`config.mk`:
```
export PLATFORM = sky130hd
export DESIGN_NAME = spi_regif
export DESIGN_NICKNAME = d
export VERILOG_FILES = /design/src/rtl/spi_regif_pkg.sv /design/src/rtl/spi_regif_sync.sv /design/src/rtl/spi_regif_link.sv /design/src/rtl/spi_regif_ptr.sv /design/src/rtl/spi_regif.sv
export SDC_FILE = /design/constraint.sdc
export NUM_CORES = 1
export LEC_CHECK = 0
export ABC_AREA = 1
export BUFFER_PORTS_ARGS = -buffer_cell sky130_fd_sc_hd__buf_2
export CORE_MARGIN = 1.5
export CORE_UTILIZATION = 45
export CTS_CLUSTER_SIZE = 12
export DETAILED_ROUTE_END_ITERATION = 8
export GPL_TIMING_DRIVEN = 0
export HOLD_SLACK_MARGIN = 0.06
export PLACE_DENSITY = 0.67
export RECOVER_POWER = 25
export SYNTH_ARGS = -nofsm -noshare
export SYNTH_HDL_FRONTEND = slang
export SYNTH_SLANG_ARGS = --single-unit
```
`constraint.sdc`:
```
create_clock -name clk -period 1.6 [get_ports clk]
set_input_delay 0.32 -clock clk [delete_from_list [all_inputs] [get_ports clk]]
set_output_delay 0.32 -clock clk [all_outputs]
set_load 0.02 [all_outputs]
```
`src/rtl/spi_regif_pkg.sv`:
```
package spi_regif_pkg;
  localparam int ADDR_W     = 5;
  localparam int DATA_W     = 8;
  localparam int BIT_W      = $clog2(DATA_W);
  localparam int CMD_WR_BIT = 1;
  localparam int CMD_AK_BIT = 0;

  typedef enum logic [1:0] {PH_IDLE, PH_CMD, PH_DATA} phase_t;

  // Pointer step after one data byte: FIFO ports, the mid hold address
  // and the top address keep their value; every other address advances.
  function automatic logic [ADDR_W-1:0] step_addr(
    input logic [ADDR_W-1:0] a,
    input logic [ADDR_W-1:0] fifo_top,
    input logic [ADDR_W-1:0] hold_at
  );
    if (a <= fifo_top)  return a;
    if (a == hold_at)   return a;
    if (a == '1)        return a;
    return a + 1'b1;
  endfunction
endpackage

```
`src/rtl/spi_regif_sync.sv`:
```
module spi_regif_sync #(
  parameter int              W       = 1,
  parameter int              STAGES  = 2,
  parameter logic [W-1:0]    RST_VAL = '0
) (
  input  logic         clk,
  input  logic         rst,
  input  logic [W-1:0] d,
  output logic [W-1:0] q
);
  logic [W-1:0] pipe [STAGES];

  always_ff @(posedge clk) begin
    if (rst) begin
      for (int i = 0; i < STAGES; i++) pipe[i] <= RST_VAL;
    end else begin
      pipe[0] <= d;
      for (int i = 1; i < STAGES; i++) pipe[i] <= pipe[i-1];
    end
  end

  assign q = pipe[STAGES-1];
endmodule

```
`src/rtl/spi_regif_link.sv`:
```
module spi_regif_link
  import spi_regif_pkg::*;
(
  input  logic              clk,
  input  logic              rst,
  input  logic              sclk_s,
  input  logic              sel_n_s,
  input  logic              mosi_s,
  input  logic              load,
  input  logic [DATA_W-1:0] load_val,
  output logic              start,
  output logic              stop,
  output logic              fall,
  output logic [BIT_W-1:0]  bit_cnt,
  output logic              byte_done,
  output logic [DATA_W-1:0] rx_byte,
  output logic              tx_bit
);
  logic              sclk_q, sel_q, sel, rise;
  logic [DATA_W-1:0] rx_sh, tx_sh;

  assign sel       = ~sel_n_s;
  assign start     = sel & ~sel_q;
  assign stop      = ~sel & sel_q;
  assign rise      = sel & sel_q & sclk_s & ~sclk_q;
  assign fall      = sel & sel_q & ~sclk_s & sclk_q;
  assign rx_byte   = {rx_sh[DATA_W-2:0], mosi_s};
  assign byte_done = rise & (bit_cnt == BIT_W'(DATA_W-1));
  assign tx_bit    = tx_sh[DATA_W-1];

  always_ff @(posedge clk) begin
    if (rst) begin
      sclk_q  <= 1'b0;
      sel_q   <= 1'b0;
      bit_cnt <= '0;
      rx_sh   <= '0;
      tx_sh   <= '0;
    end else begin
      sclk_q <= sclk_s;
      sel_q  <= sel;
      if (start) begin
        bit_cnt <= '0;
      end else if (rise) begin
        rx_sh   <= rx_byte;
        bit_cnt <= bit_cnt + 1'b1;
      end
      if (load)      tx_sh <= load_val;
      else if (fall) tx_sh <= {tx_sh[DATA_W-2:0], 1'b0};
    end
  end
endmodule

```
`src/rtl/spi_regif_ptr.sv`:
```
module spi_regif_ptr
  import spi_regif_pkg::*;
#(
  parameter int FIFO_TOP  = 4,
  parameter int HOLD_ADDR = 20
) (
  input  logic              clk,
  input  logic              rst,
  input  logic              load,
  input  logic [ADDR_W-1:0] load_addr,
  input  logic              advance,
  output logic [ADDR_W-1:0] addr
);
  localparam logic [ADDR_W-1:0] FT = ADDR_W'(FIFO_TOP);
  localparam logic [ADDR_W-1:0] HA = ADDR_W'(HOLD_ADDR);

  always_ff @(posedge clk) begin
    if (rst)          addr <= '0;
    else if (load)    addr <= load_addr;
    else if (advance) addr <= step_addr(addr, FT, HA);
  end
endmodule

```
`src/rtl/spi_regif.sv`:
```
module spi_regif
  import spi_regif_pkg::*;
#(
  parameter int SYNC_STAGES = 2,
  parameter int FIFO_TOP    = 4,
  parameter int HOLD_ADDR   = 20
) (
  input  logic              clk,
  input  logic              rst,
  input  logic              sclk_i,
  input  logic              ss_n_i,
  input  logic              mosi_i,
  output logic              mosi_o,
  output logic              mosi_oe_o,
  output logic              miso_o,
  output logic              miso_oe_o,
  input  logic              half_duplex_i,
  input  logic              host_mode_i,
  input  logic [DATA_W-1:0] status_i,
  output logic [ADDR_W-1:0] reg_addr_o,
  input  logic [DATA_W-1:0] reg_rdata_i,
  output logic [DATA_W-1:0] reg_wdata_o,
  output logic              reg_wr_o,
  output logic              reg_rd_o,
  output logic              fifo_push_o,
  output logic              fifo_pop_o,
  output logic              ack_pulse_o
);
  localparam logic [ADDR_W-1:0] FT = ADDR_W'(FIFO_TOP);

  logic [2:0]        raw_pins, synced;
  logic              sel_start, sel_stop, sclk_fall, byte_done, tx_bit;
  logic [BIT_W-1:0]  bit_cnt;
  logic [DATA_W-1:0] rx_byte, tx_val;
  logic              tx_load, cmd_done, data_done, adv, is_fifo;
  logic              dir_wr, hd_q;
  logic [ADDR_W-1:0] ptr;
  phase_t            phase;

  assign raw_pins = {ss_n_i, sclk_i, mosi_i};

  spi_regif_sync #(.W(3), .STAGES(SYNC_STAGES), .RST_VAL(3'b100)) u_sync (
    .clk (clk), .rst (rst), .d (raw_pins), .q (synced)
  );

  spi_regif_link u_link (
    .clk       (clk),
    .rst       (rst),
    .sclk_s    (synced[1]),
    .sel_n_s   (synced[2]),
    .mosi_s    (synced[0]),
    .load      (tx_load),
    .load_val  (tx_val),
    .start     (sel_start),
    .stop      (sel_stop),
    .fall      (sclk_fall),
    .bit_cnt   (bit_cnt),
    .byte_done (byte_done),
    .rx_byte   (rx_byte),
    .tx_bit    (tx_bit)
  );

  spi_regif_ptr #(.FIFO_TOP(FIFO_TOP), .HOLD_ADDR(HOLD_ADDR)) u_ptr (
    .clk       (clk),
    .rst       (rst),
    .load      (cmd_done),
    .load_addr (rx_byte[DATA_W-1 -: ADDR_W]),
    .advance   (adv),
    .addr      (ptr)
  );

  assign cmd_done  = byte_done & (phase == PH_CMD);
  assign data_done = byte_done & (phase == PH_DATA);
  assign is_fifo   = (ptr <= FT);
  assign adv       = reg_wr_o | reg_rd_o | fifo_push_o | fifo_pop_o;
  // Read data enters the shifter on the falling edge that closes a byte.
  assign tx_load   = sel_start |
                     (sclk_fall & (phase == PH_DATA) & ~dir_wr & (bit_cnt == '0));
  assign tx_val    = sel_start ? status_i : reg_rdata_i;

  assign reg_addr_o = ptr;
  assign mosi_o     = tx_bit;
  assign miso_o     = tx_bit;

  always_ff @(posedge clk) begin
    if (rst) begin
      phase       <= PH_IDLE;
      dir_wr      <= 1'b0;
      hd_q        <= 1'b0;
      miso_oe_o   <= 1'b0;
      mosi_oe_o   <= 1'b0;
      reg_wdata_o <= '0;
      reg_wr_o    <= 1'b0;
      reg_rd_o    <= 1'b0;
      fifo_push_o <= 1'b0;
      fifo_pop_o  <= 1'b0;
      ack_pulse_o <= 1'b0;
    end else begin
      reg_wr_o    <= 1'b0;
      reg_rd_o    <= 1'b0;
      fifo_push_o <= 1'b0;
      fifo_pop_o  <= 1'b0;
      ack_pulse_o <= 1'b0;
      if (sel_start) begin
        phase     <= PH_CMD;
        hd_q      <= half_duplex_i;
        miso_oe_o <= ~half_duplex_i;
        mosi_oe_o <= 1'b0;
      end else if (sel_stop) begin
        phase     <= PH_IDLE;
        miso_oe_o <= 1'b0;
        mosi_oe_o <= 1'b0;
      end else begin
        if (cmd_done) begin
          dir_wr      <= rx_byte[CMD_WR_BIT];
          ack_pulse_o <= rx_byte[CMD_AK_BIT] & ~host_mode_i;
          phase       <= PH_DATA;
        end
        if (data_done) begin
          reg_wdata_o <= rx_byte;
          reg_wr_o    <= dir_wr & ~is_fifo;
          fifo_push_o <= dir_wr & is_fifo;
          reg_rd_o    <= ~dir_wr & ~is_fifo;
          fifo_pop_o  <= ~dir_wr & is_fifo;
        end
        if (tx_load && hd_q) mosi_oe_o <= 1'b1;
      end
    end
  end
endmodule

```
# == Word-level counts from Yosys, hierarchy flattened ==
# Memory sizes are Yosys's and may differ from the RTL's.
# Index checks and enable logic that the tools add are counted.
# word_totals
ff_bits,44
latch_bits,0
mem_bits_rw,6
rom_bits,0
inputBits,23
memories,1
# classes
add_sub_neg,2
multipliers,0
div,0
order_cmp,1
n_eq_ne,6
shift,0
n_mux,36
n_bitwise,36
n_reduce_logical,14
# mem_list
name,words,width,rd,rd_ports_with_merged_regs,wr,line,text
u_sync.pipe,2,3,2,0,2,spi_regif_sync.sv:11,logic [W-1:0] pipe [STAGES];
# op_table
operator,count
$mux 5,8
$mux 8,3
$mux 1,23
$and 1x1->1,18
$not 1->1,12
$eq 5x5->1 const B,2
$reduce_or 4->1,2
$mux 3,2
$or 1x1->1,6
$reduce_and 3->1,2
$reduce_bool 2->1,3
$add 5x1->5 const B,1
$le 5x3->1 const B,1
$ne 5x3->1 const B,1
$reduce_and 2->1,2
$add 3x1->3 const B,1
$eq 3x3->1 const B,1
$logic_not 3->1,1
$reduce_bool 3->1,1
$reduce_or 3->1,1
$eq 2x1->1 const B,1
$eq 2x2->1 const B,1
$reduce_or 2->1,1
$logic_and 1x1->1,1

# == Depth between registers and ports, before layout ==
# An unclocked memory read counts as a cell.
# logic_depth
word_depth,23
mapped_depth,10
depth_no_buf,10

# == By module ==
# From an unflattened synthesis, not the netlist that was laid out.
# hier_totals
cells_unflattened,323
hier_area_um2,2331.0
# by_module_without_submodules
module,instances,cells_per_inst,area_per_inst_um2,seq_area_each_um2
spi_regif_link,1,124,907.1,400.4
spi_regif,1,119,845.8,380.4
spi_regif_ptr,1,58,386.6,100.1
spi_regif_sync,1,22,191.4,120.1

# == Worst setup path after synthesis ==
# Ideal clock, no wire load.
# synth_path
kind,register to register
from,register u_ptr.addr[1]
to,register u_ptr.addr[0]
arrival_time_ps,1409
slack_ps,75
path_stages_with_launch,10
synth_period_minus_slack_ps,1525
cell_sequence,dfxtp_1 -> ha_1 -> nand2_1 -> nor2_1 -> ha_1 -> a21oi_1 -> nand2_1 -> nand2_1 -> o21ai_0 -> nor2_1
# synth_between
elab_chain_len,12
word_cells_on_any_way,27
cone_classes,order compare: 1; eq/ne: 3; mux: 22; reduce/logical: 1
# synth_lines
item,line,text
"start, declared",spi_regif_ptr.sv:12,output logic [ADDR_W-1:0] addr
"start signal, assigned",spi_regif_ptr.sv:19,else if (load) addr <= load_addr;
"start signal, assigned",spi_regif_ptr.sv:20,"else if (advance) addr <= step_addr(addr, FT, HA);"
$eq 5x5->1,spi_regif_pkg.sv:19,if (a == '1) return a;
$mux 1 (2 in a row),spi_regif_pkg.sv:19,
$mux 1,spi_regif_pkg.sv:18,if (a == hold_at) return a;
$mux 1,spi_regif_ptr.sv:20,
$mux 1,spi_regif_ptr.sv:19,
$mux 1,spi_regif_ptr.sv:18,if (rst) addr <= '0;
$mux 5,spi_regif_pkg.sv:20,return a + 1'b1;
$mux 5,spi_regif_pkg.sv:19,
$mux 5,spi_regif_pkg.sv:18,
$mux 5,spi_regif_ptr.sv:20,
$mux 5,spi_regif_ptr.sv:19,
# Several ways; a longest one is shown, not always the timed one. The select of a mux whose other input is x is not followed.
# A chain may end at the register's enable or synchronous reset.

# == Final worst setup path ==
# layout_path
from,register u_ptr.addr[1]
to,register u_ptr.addr[1]
# The elaborated chain is that of the path after synthesis.

==> impl_metrics.csv <==
group,metric,value,unit
outcome,outcome,"finished, final reports clean",
setup_path,worstSetupStartpointType,"flop",
pwr,vdd_drop_max,0.5319,mV
setup_path,timing.rr.start,"u_ptr.addr[1]",
placement,gp_congestion,0.8137,
clock_network,clk_latency,310,ps
timing,finalSetupViolCount,0,
setup_path,cp.arrival,1700,ps
global_routing,grt_max_degree,17,
setup_path,endpoint_kind,"flop",
setup_path,critical_path.most_common_cell,"nor2_1",
setup_path,rr_worst_depth,10,
synthesis,syn-num-nets,330,
route,wl_met1,2.158,mm
synthesis,synthAdderAreaFrac,5.042,%
placement,port_buffers,43,
clock_network,clock-sinks,50,
setup_path,worst-path-stages,10,
synthesis,synth-compound-area-share,10.08,%
setup_path,path_buf_inv,1,
synthesis,syn_avg_cell_area,7.495,um2
job,cap_violations,0,
route,wl_met3,212,um
floorplanning,initial_core_util,46.97,%
clock_network,cts_root_buffer,"clkbuf_8",
route,drc_errors,0,
timing,tns,0,ps
timing,slew_violations,0,
synthesis,ys_ff_latch,50,
floorplanning,fp-row-count,25,
synthesis,async_flop_share,0,%
synthesis,netlist_instances,298,
setup_path,cp_top_family,"simple AND/OR/NAND/NOR gates",
synthesis,yosysSeqAreaShare,44.82,%
setup_path,worstPathRequired,1810,ps
setup_path,timing.rr.end,"u_ptr.addr[1]",
global_routing,first_global_vias,1806,
setup_path,path_cells,"ha_4 > nand2_1 > nor2_1 > ha_1 > a21oi_1 > nand2_2 > nand2_2 > inv_2 > nor2_1 > nor2_1",
timing,worst_pin_slew,506.4,ps
floorplanning,die_w,73.45,um
setup_path,worstSetupStartpoint,"u_ptr.addr[1]",
global_routing,grt_overflow,0,
synthesis,netlist.area_leader.share,44.82,%
pwr,powerDensity,830.6,nW/um2
global_routing,grt_pass1_wl,7.879,mm
route,drtIter0Drc,120,
synthesis,synth_edf_count,0,
route,via_per_inst,4.701,
clock_network,cts_buffers,5,
timing,fin_skew,10.33,ps
finish,antennaDiodeCount,0,
timing,whs,158.2,ps
route,route.met2.wl,2.181,mm
setup_path,crit_slowest_cell,"dfxtp_4",
synthesis,netlist.top_cell.by_area,"dfxtp_1",
synthesis,synth-simple-area-share,29.69,%
clock_network,htree_levels,2,
finish,fin_nets,389,
floorplanning,die-height,73.45,um
finish,area_growth,25.49,%
placement,dp_hpwl,3.395,mm
finish,nFillCells,457,
route,top_layer,"met4",
synthesis,synthFlopType,"dfxtp_1",
timing,final_hold_viol_count,0,
synthesis,netlist_area,2233,um2
synthesis,yosys-mux-area-fraction,3.137,%
timing,slew_headroom,66.24,%
clock_network,clock_path_buffers,2,
setup_path,rrSetupSlack,120,ps
floorplanning,ios,45,
synthesis,ys_types,26,
finish,drive_above_1_share,23.18,%
synthesis,yosysMostFrequentCell,"nor2_1",
clock_network,clk_pin_slew,90,ps
route,route.vias.total,1998,
worst_hold_path,hold_path_class,"in2reg",
synthesis,yosys_warnings,0,
synthesis,synth_commonest_cells,"nor2_1, nand2_1, dfxtp_1",
global_routing,antenna_found_initial,0,
timing,finalCritPeriodShare,92.77,%
synthesis,synth_top_cells_by_area,"dfxtp_1, nor2_1, nand2_1",
clock_network,cts_tree,"yes",
floorplanning,fp.dieArea,5395,um2
synthesis,synth-xor-area-share,0.3922,%
timing,max_freq,673.7,MHz
floorplanning,core,4755,um2
route,first_pass_iters,4,
setup_path,critPathMaxStageDelay,370,ps
timing,period_minus_slack,1484,ps
route,ant_nets,0,
route,wirelength,4.655,mm
setup_path,cp-endpoint,"u_ptr.addr[1]",
route,wl_per_cell,10.95,um
global_routing,grt_util_all_layers,18.86,%
setup_path,crit_type,"reg2reg",
setup_path,cp_max_fo,6,
synthesis,synth_top_family_by_area,"simple AND/OR/NAND/NOR gates",
pwr,p_leak,0.001277,uW
[registers in the layout, summed over array words and instances, names as in the netlist, 2 cells and up]
name / count
u_sync.pipe: 6
u_ptr.addr: 5
reg_wdata_o: 8
u_link.tx_sh: 8
u_link.bit_cnt: 3
u_link.rx_sh: 7
phase: 2
[power breakdown]
group	switching, uW	internal (uW)	leakage [uW]
Clock	439	465	0.0000504
Sequential	14.6	1260	0.000407
Combinational	84.2	62.0	0.000819
Total	538	1790	0.00128
[what timing repair did]
action,CTS,global route
gates resized for setup,3,30
hold buffers,0,0
buffers inserted,5,4
endpoints found under the setup margin,21,27
pin swaps,2,6
[area by class of cell]
cell class | instances | area, um2 | share of cell area, %
Clock buffer | 5 | 68.82 | 2.455
Multi-Input combinational cell | 209 | 1154 | 41.16
Clock inverter | 3 | 45.04 | 1.607
Sequential cell | 50 | 1013 | 36.16
Inverter | 31 | 118.9 | 4.241
Tap cell | 67 | 83.83 | 2.991
Timing Repair Buffer | 52 | 275.3 | 9.821
Buffer | 8 | 43.79 | 1.562
[worst min path at each step]
stage | slack (ps) | end | depth (start not counted) | start
5_1_grt | 160 | ack_pulse_o | 2 | host_mode_i
3_5_place_dp | 390 | u_sync.pipe[0][3] | 2 | u_sync.pipe[0][0]
3_3_place_gp | 390 | u_sync.pipe[0][5] | 1 | u_sync.pipe[0][2]
6_report | 160 | ack_pulse_o | 2 | host_mode_i
4_1_cts | 150 | ack_pulse_o | 2 | host_mode_i
2_1_floorplan | 390 | u_sync.pipe[0][3] | 2 | u_sync.pipe[0][0]
[cell families (layout without fill, tap and decap cells)]
group	after synthesis	after routing
simple gates	147	147
flops	50	50
compound gates	45	45
buf+inv	39	99
fa+ha+maj	9	9
mux	7	7
xor+xnor	1	1
[metrics by stage]
stage / power, uW / cell area, um2 / util (%) / setup WS (ps) / std cells
after detailed placement: 1449 / 2532 / 53.26 / -135.6 / 408
after global routing: 2420 / 2803 / 58.95 / -9.077 / 425
final: 2328 / 2803 / 58.95 / 115.7 / 425
after floorplan: 1397 / 2233 / - / 74.86 / 298
after global placement: 1446 / 2532 / 53.26 / -68.38 / 408
after CTS: 2344 / 2690 / 56.58 / 11.83 / 421
[per-layer routing]
metal,track usage [%],up-vias
met5,0,-
met4,6.996,0
met3,3.978,9
met2,32.83,48
met1,22.72,872
li1,-,1069
[cells in the final DEF (no fill, tap or decap), drive strengths merged]
master / netlist / routed
nor3: 6 / 6
dfxtp: 50 / 50
clkbuf: 4 / 18
bufinv: 0 / 1
or2: 2 / 2
ha: 9 / 9
xor2: 1 / 1
buf: 4 / 47
o21ai: 27 / 27
nand3: 23 / 23
mux2i: 7 / 7
clkinvlp: 0 / 2
nand2: 56 / 56
nor2: 58 / 58
inv: 31 / 31
nand4: 2 / 2
a21oi: 18 / 18
(Power assumes the default switching activity.)
